==> config.mk <==
export PLATFORM = sky130hd
export DESIGN_NAME = dmab_engine
export DESIGN_NICKNAME = d
export VERILOG_FILES = /design/src/rtl/dmab_pkg.sv /design/src/rtl/dmab_fifo.sv /design/src/rtl/dmab_irq_coal.sv /design/src/rtl/dmab_engine.sv
export SDC_FILE = /design/constraint.sdc
export NUM_CORES = 1
export LEC_CHECK = 0
export ABC_AREA = 1
export BUFFER_PORTS_ARGS = -buffer_cell sky130_fd_sc_hd__clkbuf_2
export CAP_MARGIN = 20
export CORE_ASPECT_RATIO = 1.75
export CORE_MARGIN = 8
export CORE_UTILIZATION = 45
export DETAILED_ROUTE_END_ITERATION = 7
export GPL_TIMING_DRIVEN = 0
export PLACE_DENSITY = 0.65
export SLEW_MARGIN = 10
export SYNTH_ARGS = -nofsm -noshare
export SYNTH_HDL_FRONTEND = slang
export SYNTH_SLANG_ARGS = --single-unit
==> constraint.sdc <==
create_clock -name clk -period 5.61 [get_ports clk]
set_clock_uncertainty 0.05 [all_clocks]
set_input_delay 1.4025 -clock clk [delete_from_list [all_inputs] [get_ports clk]]
set_output_delay 1.4025 -clock clk [all_outputs]
set_load 0.1 [all_outputs]
==> src/rtl/dmab_pkg.sv <==
package dmab_pkg;
    localparam int DEF_AW     = 10;
    localparam int DEF_DW     = 32;
    localparam int DEF_LW     = 6;
    localparam int DEF_QDEPTH = 4;
    localparam int DEF_CDEPTH = 4;
    localparam int DEF_CW     = 4;
    localparam int DEF_TW     = 8;

    // zero threshold behaves as one completion per interrupt
    function automatic logic [DEF_CW-1:0] eff_thresh(input logic [DEF_CW-1:0] t);
        return (t == '0) ? DEF_CW'(1) : t;
    endfunction
endpackage

==> src/rtl/dmab_fifo.sv <==
module dmab_fifo #(
    parameter int W     = 16,
    parameter int DEPTH = 4
) (
    input  logic         clk,
    input  logic         rst_n,
    input  logic         push,
    input  logic [W-1:0] din,
    input  logic         pop,
    output logic [W-1:0] dout,
    output logic         empty,
    output logic         full
);
    localparam int PW = (DEPTH > 1) ? $clog2(DEPTH) : 1;
    localparam int CW = $clog2(DEPTH + 1);

    typedef struct packed {
        logic [PW-1:0] wr;
        logic [PW-1:0] rd;
        logic [CW-1:0] cnt;
    } fifo_st_t;

    fifo_st_t st_d, st_q;
    logic [W-1:0] mem_q [DEPTH];
    logic do_push, do_pop;

    always_comb begin
        st_d    = st_q;
        do_push = push && (st_q.cnt != CW'(DEPTH));
        do_pop  = pop && (st_q.cnt != '0);
        if (do_push) st_d.wr = (st_q.wr == PW'(DEPTH - 1)) ? '0 : st_q.wr + 1'b1;
        if (do_pop)  st_d.rd = (st_q.rd == PW'(DEPTH - 1)) ? '0 : st_q.rd + 1'b1;
        if (do_push && !do_pop)      st_d.cnt = st_q.cnt + 1'b1;
        else if (do_pop && !do_push) st_d.cnt = st_q.cnt - 1'b1;
    end

    always_ff @(posedge clk or negedge rst_n) begin
        if (!rst_n) st_q <= '0;
        else        st_q <= st_d;
    end

    always_ff @(posedge clk) begin
        if (do_push) mem_q[st_q.wr] <= din;
    end

    assign dout  = mem_q[st_q.rd];
    assign empty = (st_q.cnt == '0);
    assign full  = (st_q.cnt == CW'(DEPTH));

    // a push into a full queue leaves the occupancy unchanged
    a_r12_push_full_ignored: assert property (@(posedge clk) disable iff (!rst_n)
        push && full && !pop |=> st_q.cnt == $past(st_q.cnt));
endmodule

==> src/rtl/dmab_irq_coal.sv <==
module dmab_irq_coal #(
    parameter int CW = dmab_pkg::DEF_CW,
    parameter int TW = dmab_pkg::DEF_TW
) (
    input  logic          clk,
    input  logic          rst_n,
    input  logic          evt,
    input  logic [CW-1:0] thresh,
    input  logic [TW-1:0] timeout,
    output logic          irq
);
    typedef struct packed {
        logic [CW-1:0] cnt;
        logic [TW-1:0] tmr;
        logic          irq;
    } coal_st_t;

    coal_st_t st_d, st_q;
    logic [CW-1:0] th, cnt_next;

    always_comb begin
        st_d     = st_q;
        st_d.irq = 1'b0;
        th       = (thresh == '0) ? CW'(1) : thresh;
        cnt_next = st_q.cnt + CW'(evt);
        if (evt && cnt_next >= th) begin
            st_d.irq = 1'b1;
            st_d.cnt = '0;
            st_d.tmr = '0;
        end else begin
            st_d.cnt = cnt_next;
            if (st_q.cnt == '0) begin
                st_d.tmr = '0;
            end else if (timeout != '0) begin
                if (TW'(st_q.tmr + 1'b1) == timeout) begin
                    st_d.irq = 1'b1;
                    st_d.cnt = '0;
                    st_d.tmr = '0;
                end else begin
                    st_d.tmr = st_q.tmr + 1'b1;
                end
            end
        end
    end

    always_ff @(posedge clk or negedge rst_n) begin
        if (!rst_n) st_q <= '0;
        else        st_q <= st_d;
    end

    assign irq = st_q.irq;

    // every interrupt leaves the unreported count cleared
    a_r9_irq_clears_count: assert property (@(posedge clk) disable iff (!rst_n)
        st_q.irq |-> st_q.cnt == '0);
    // the timer is idle whenever nothing is pending
    a_r10_timer_idle: assert property (@(posedge clk) disable iff (!rst_n)
        st_q.cnt == '0 |-> st_q.tmr == '0);
endmodule

==> src/rtl/dmab_engine.sv <==
module dmab_engine #(
    parameter int AW     = dmab_pkg::DEF_AW,
    parameter int DW     = dmab_pkg::DEF_DW,
    parameter int LW     = dmab_pkg::DEF_LW,
    parameter int QDEPTH = dmab_pkg::DEF_QDEPTH,
    parameter int CDEPTH = dmab_pkg::DEF_CDEPTH,
    parameter int CW     = dmab_pkg::DEF_CW,
    parameter int TW     = dmab_pkg::DEF_TW
) (
    input  logic          clk,
    input  logic          rst_n,
    input  logic          src_push,
    input  logic [AW-1:0] src_addr_in,
    input  logic [LW-1:0] src_len_in,
    output logic          src_full,
    input  logic          dst_push,
    input  logic [AW-1:0] dst_addr_in,
    output logic          dst_full,
    input  logic          block,
    output logic          data_rdy,
    output logic [AW-1:0] lram_addr,
    input  logic [DW-1:0] lram_rdata,
    output logic          host_we,
    output logic [AW-1:0] host_addr,
    output logic [DW-1:0] host_wdata,
    input  logic [CW-1:0] cfg_thresh,
    input  logic [TW-1:0] cfg_timeout,
    output logic          irq,
    input  logic          cpl_pop,
    output logic          cpl_valid,
    output logic [AW-1:0] cpl_src,
    output logic [AW-1:0] cpl_dst,
    output logic [LW-1:0] cpl_len
);
    localparam int SW = AW + LW;
    localparam int RW = 2 * AW + LW;

    typedef struct packed {
        logic          busy;
        logic [LW-1:0] off;
    } eng_st_t;

    eng_st_t st_d, st_q;

    logic [SW-1:0] src_dout;
    logic [AW-1:0] dst_dout;
    logic [RW-1:0] cpl_dout;
    logic          src_empty, dst_empty, cpl_empty, cpl_full;
    logic [AW-1:0] head_src, head_dst;
    logic [LW-1:0] head_len;
    logic          can_start, last_word, retire;

    dmab_fifo #(.W(SW), .DEPTH(QDEPTH)) u_src_q (
        .clk(clk), .rst_n(rst_n), .push(src_push), .din({src_addr_in, src_len_in}),
        .pop(retire), .dout(src_dout), .empty(src_empty), .full(src_full));

    dmab_fifo #(.W(AW), .DEPTH(QDEPTH)) u_dst_q (
        .clk(clk), .rst_n(rst_n), .push(dst_push), .din(dst_addr_in),
        .pop(retire), .dout(dst_dout), .empty(dst_empty), .full(dst_full));

    dmab_fifo #(.W(RW), .DEPTH(CDEPTH)) u_cpl_q (
        .clk(clk), .rst_n(rst_n), .push(retire), .din({head_src, head_dst, head_len}),
        .pop(cpl_pop), .dout(cpl_dout), .empty(cpl_empty), .full(cpl_full));

    dmab_irq_coal #(.CW(CW), .TW(TW)) u_coal (
        .clk(clk), .rst_n(rst_n), .evt(retire), .thresh(cfg_thresh),
        .timeout(cfg_timeout), .irq(irq));

    assign head_src = src_dout[SW-1:LW];
    assign head_len = src_dout[LW-1:0];
    assign head_dst = dst_dout;

    always_comb begin
        st_d      = st_q;
        can_start = !st_q.busy && !src_empty && !dst_empty && !cpl_full;
        host_we   = st_q.busy && !block;
        last_word = host_we && (st_q.off == head_len - 1'b1);
        retire    = last_word || (can_start && head_len == '0);
        if (can_start && head_len != '0) begin
            st_d.busy = 1'b1;
            st_d.off  = '0;
        end
        if (host_we) begin
            st_d.off = st_q.off + 1'b1;
            if (last_word) begin
                st_d.busy = 1'b0;
                st_d.off  = '0;
            end
        end
    end

    always_ff @(posedge clk or negedge rst_n) begin
        if (!rst_n) st_q <= '0;
        else        st_q <= st_d;
    end

    assign lram_addr  = head_src + AW'(st_q.off);
    assign host_addr  = head_dst + AW'(st_q.off);
    assign host_wdata = lram_rdata;
    assign data_rdy   = !src_empty;
    assign cpl_valid  = !cpl_empty;
    assign cpl_src    = cpl_dout[RW-1 -: AW];
    assign cpl_dst    = cpl_dout[AW+LW-1 -: AW];
    assign cpl_len    = cpl_dout[LW-1:0];

    // the running offset stays inside the head packet
    a_r3_offset_in_range: assert property (@(posedge clk) disable iff (!rst_n)
        st_q.busy |-> st_q.off < head_len);
    // a write happens only with both queue heads present
    a_r5_write_needs_heads: assert property (@(posedge clk) disable iff (!rst_n)
        host_we |-> !src_empty && !dst_empty);
    // a held packet keeps its offset
    a_r4_hold_offset: assert property (@(posedge clk) disable iff (!rst_n)
        st_q.busy && block |=> st_q.busy && st_q.off == $past(st_q.off));
    // a record is never pushed into a full completion queue
    a_r11_no_cpl_overflow: assert property (@(posedge clk) disable iff (!rst_n)
        retire |-> !cpl_full);
endmodule

==> out/qor.yml <==
route:
  wl_per_cell_um: 17.4
  ant_nets: 0
  drt_iter0_markers: 435
  drc: 0
  wirelength_um: 26300
  vias_per_cell: 5.19
  drtPass1Iterations: 6
  vias: 7849
final_layout:
  fill_cells: 2133
  layout-drive-gt1-share: 0.214
  nNetsFinal: 1299
  area_growth_pct: 17.5
  design_area_sq_um: 13500
floorplanning:
  pin_count: 160
  start_util: 0.456
  rows: 77
  die_w_um: 137
  core_sq_um: 25100
  die_y_um: 227
  dieArea_sq_um: 31100
placed_design:
  placed_cell_area_sq_um: 12700
  dp_hpwl_um: 18900
  pre_cts_slack_ps: -37.1
  io_buffers: 127
  gp_congestion: 0.863
sta:
  relSlewSlack: 0.339
  fmaxAchievable_mhz: 186
  tightest_slew_ps: 987
  finalHoldViolations: 0
  period_needed_ps: 5370
  setup_slack_ps: 238
  min_period_over_period: 0.958
  setup_violations: 0
  slew_viol_final: 0
worst_setup_path:
  cp.required_ps: 4160
  critPathLaunchType: "register"
  slowest_delay_ps: 400
  r2r_start: "u_src_q.st_q[3]$_DFFE_PN0P_"
  worstPathArrival_ps: 3920
  cp_num_cells: 15
  cp_max_fo: 10
  critical_path_class: "reg -> out"
  cp-startpoint: "u_src_q.st_q[3]$_DFFE_PN0P_"
  path_delay_family: "buffers and inverters"
  path_buf_inv: 6
  cp-end-kind: "output pin"
  crit_slowest_cell: "dfrtp_1"
  crit_chain: "buf_6 -> inv_6 -> buf_6 -> buf_2 -> clkbuf_2 -> nor2_1 -> o22ai_2 -> ha_1 -> nand2_1 -> nor2_1 -> a211oi_1 -> o21ai_0 -> a21oi_1 -> xor2_1 -> clkbuf_4"
  rr_worst_depth: 24
yosys:
  yosys_warnings: 0
  synthFlopType: "edfxtp_1"
  synth-edff-count: 208
  synth_largest_area_cell: "edfxtp_1"
  yosys-top-cells-area: "edfxtp_1, dfrtp_1, nand2_1"
  ys_ff_latch: 249
  syn_area_sq_um: 11500
  synth.top_cell.area_share: 0.544
  netlist-cell-type-count: 39
  syn_nets: 1145
  syn_inst: 1024
  synth_common_cells: "edfxtp_1, nand2_1, nor2_1"
  syn_avg_cell_area_sq_um: 11.2
  async_flop_share: 0.165
  post-synth-top-count-cell: "edfxtp_1"
  seq_area_frac_synth: 0.634
global_route:
  gr-total-overflow: 0
  grt_max_degree: 27
  grt_pass1_vias: 7914
  grt_pass1_wl_um: 40400
  grtUsageTotal: 0.167
  antenna_found_initial: 1
run:
  maxCapViolCount: 0
clocking:
  cts_root_buffer: "clkbuf_16"
  cts_buffers: 22
  ctsLongestPathBuffers: 3
  clk_pin_slew_ps: 70
  ctsHoldBuffers: 0
  cts_tree: "yes"
  worstSkewPairLatency_ps: 510
  htree_levels: 1
  cts_num_sinks: 249
outcome:
  status: "complete, no violations"
worst_hold_path:
  hold_class: "reg -> reg"
  holdPathStages: 2
  timing.hold.worst.start: "u_coal.st_q[8]$_DFFE_PN0P_"
cell usage in the layout (no fill, tap or decap), types with 8 or more instances in the layout:
master and instances:
clkbuf_1 18, xor2_1 19, clkbuf_16 23, edfxtp_1 208
ha_1 40, clkbuf_2 124, a21oi_1 22, o22ai_1 34
nand3_1 46, buf_4 34, nand2_1 149, o21ai_0 100
xnor2_1 11, inv_1 80, dfrtp_1 41, nor3_1 8
nor2_1 124
stage by stage:
stage | utilization | instances | TNS [ps] | hold slack, ps
6_report | 0.536 | 1511 | 0 | 482
5_1_grt | 0.536 | 1511 | -51.7 | 517
2_1_floorplan | - | 1024 | 0 | 432
4_1_cts | 0.535 | 1513 | -35.6 | 489
3_3_place_gp | 0.498 | 1467 | 0 | 468
3_5_place_dp | 0.504 | 1474 | -37.1 | 472
final cells by class:
class	count	area, sq um	area share
Clock inverter	13	124	0.00919
Buffer	59	390	0.0290
Antenna cell	1	2.50	0.000186
Sequential cell	249	7270	0.540
Tap cell	316	395	0.0293
Multi-Input combinational cell	627	3580	0.266
Clock buffer	27	601	0.0446
Inverter	85	324	0.0240
Timing Repair Buffer	134	785	0.0582
state kept, by name, summed over array words and instances (netlist names), 7 cells and up:
register and count:
u_cpl_q.st_q 7, u_dst_q.st_q 7, u_src_q.mem_q 64, u_coal.st_q 12, u_dst_q.mem_q 40, u_cpl_q.mem_q 104
u_src_q.st_q 7, st_q 7
metal layers:
layer / routed length, um / global-route usage / share of wire
met4: 882 / 0.0733 / 0.034
met3: 1870 / 0.0327 / 0.071
met2: 14000 / 0.318 / 0.53
met5: 0 / 0 / 0
met1: 9520 / 0.171 / 0.36
path summary, 6_finish.rpt:
check	slack, ps	to
worst max register to register	1670	u_coal.st_q[3]$_DFFE_PN0P_
worst min-delay path	480	u_coal.st_q[8]$_DFFE_PN0P_
worst max-delay path	240	lram_addr[6]
worst min register to register	480	u_coal.st_q[8]$_DFFE_PN0P_
min in group asynchronous	850	u_coal.st_q[10]$_DFF_PN0_
max in group asynchronous	4120	st_q[3]$_DFFE_PN0P_
cells by family after synthesis:
kind of cell    share of synthesized area
compound gates                     0.0863
xor+xnor                           0.0237
fa+ha+maj                          0.0523
buf+inv                            0.0630
flops                               0.634
mux                               0.00294
simple gates                        0.138
what timing repair did:
item,CTS,global route
setup buffers,0,0
gates resized for setup,13,13
endpoints found under the hold margin,0,0
setup endpoints to repair,10,11
worst reg2reg max path, cell delays in order (launching register included):
cell and delay (ps):
dfrtp_1 400, buf_6 150, inv_6 70, buf_6 130
nand2_1 60, nand3_1 80, nand2_2 110, ha_1 250
xnor2_1 210, nand2_1 80, nand2_1 60, nand3_1 70
nor2_2 170, nand4_4 110, nand2_4 170, ha_1 210
nand3_1 100, xnor2_1 160, ha_1 330, nand2_1 60
o211ai_1 340, nand2_4 150, buf_6 170, nand2_1 70
nand2_1 50
Power is not shown: default switching activity piles up to over one toggle a cycle in this logic, so the estimate is an artifact.
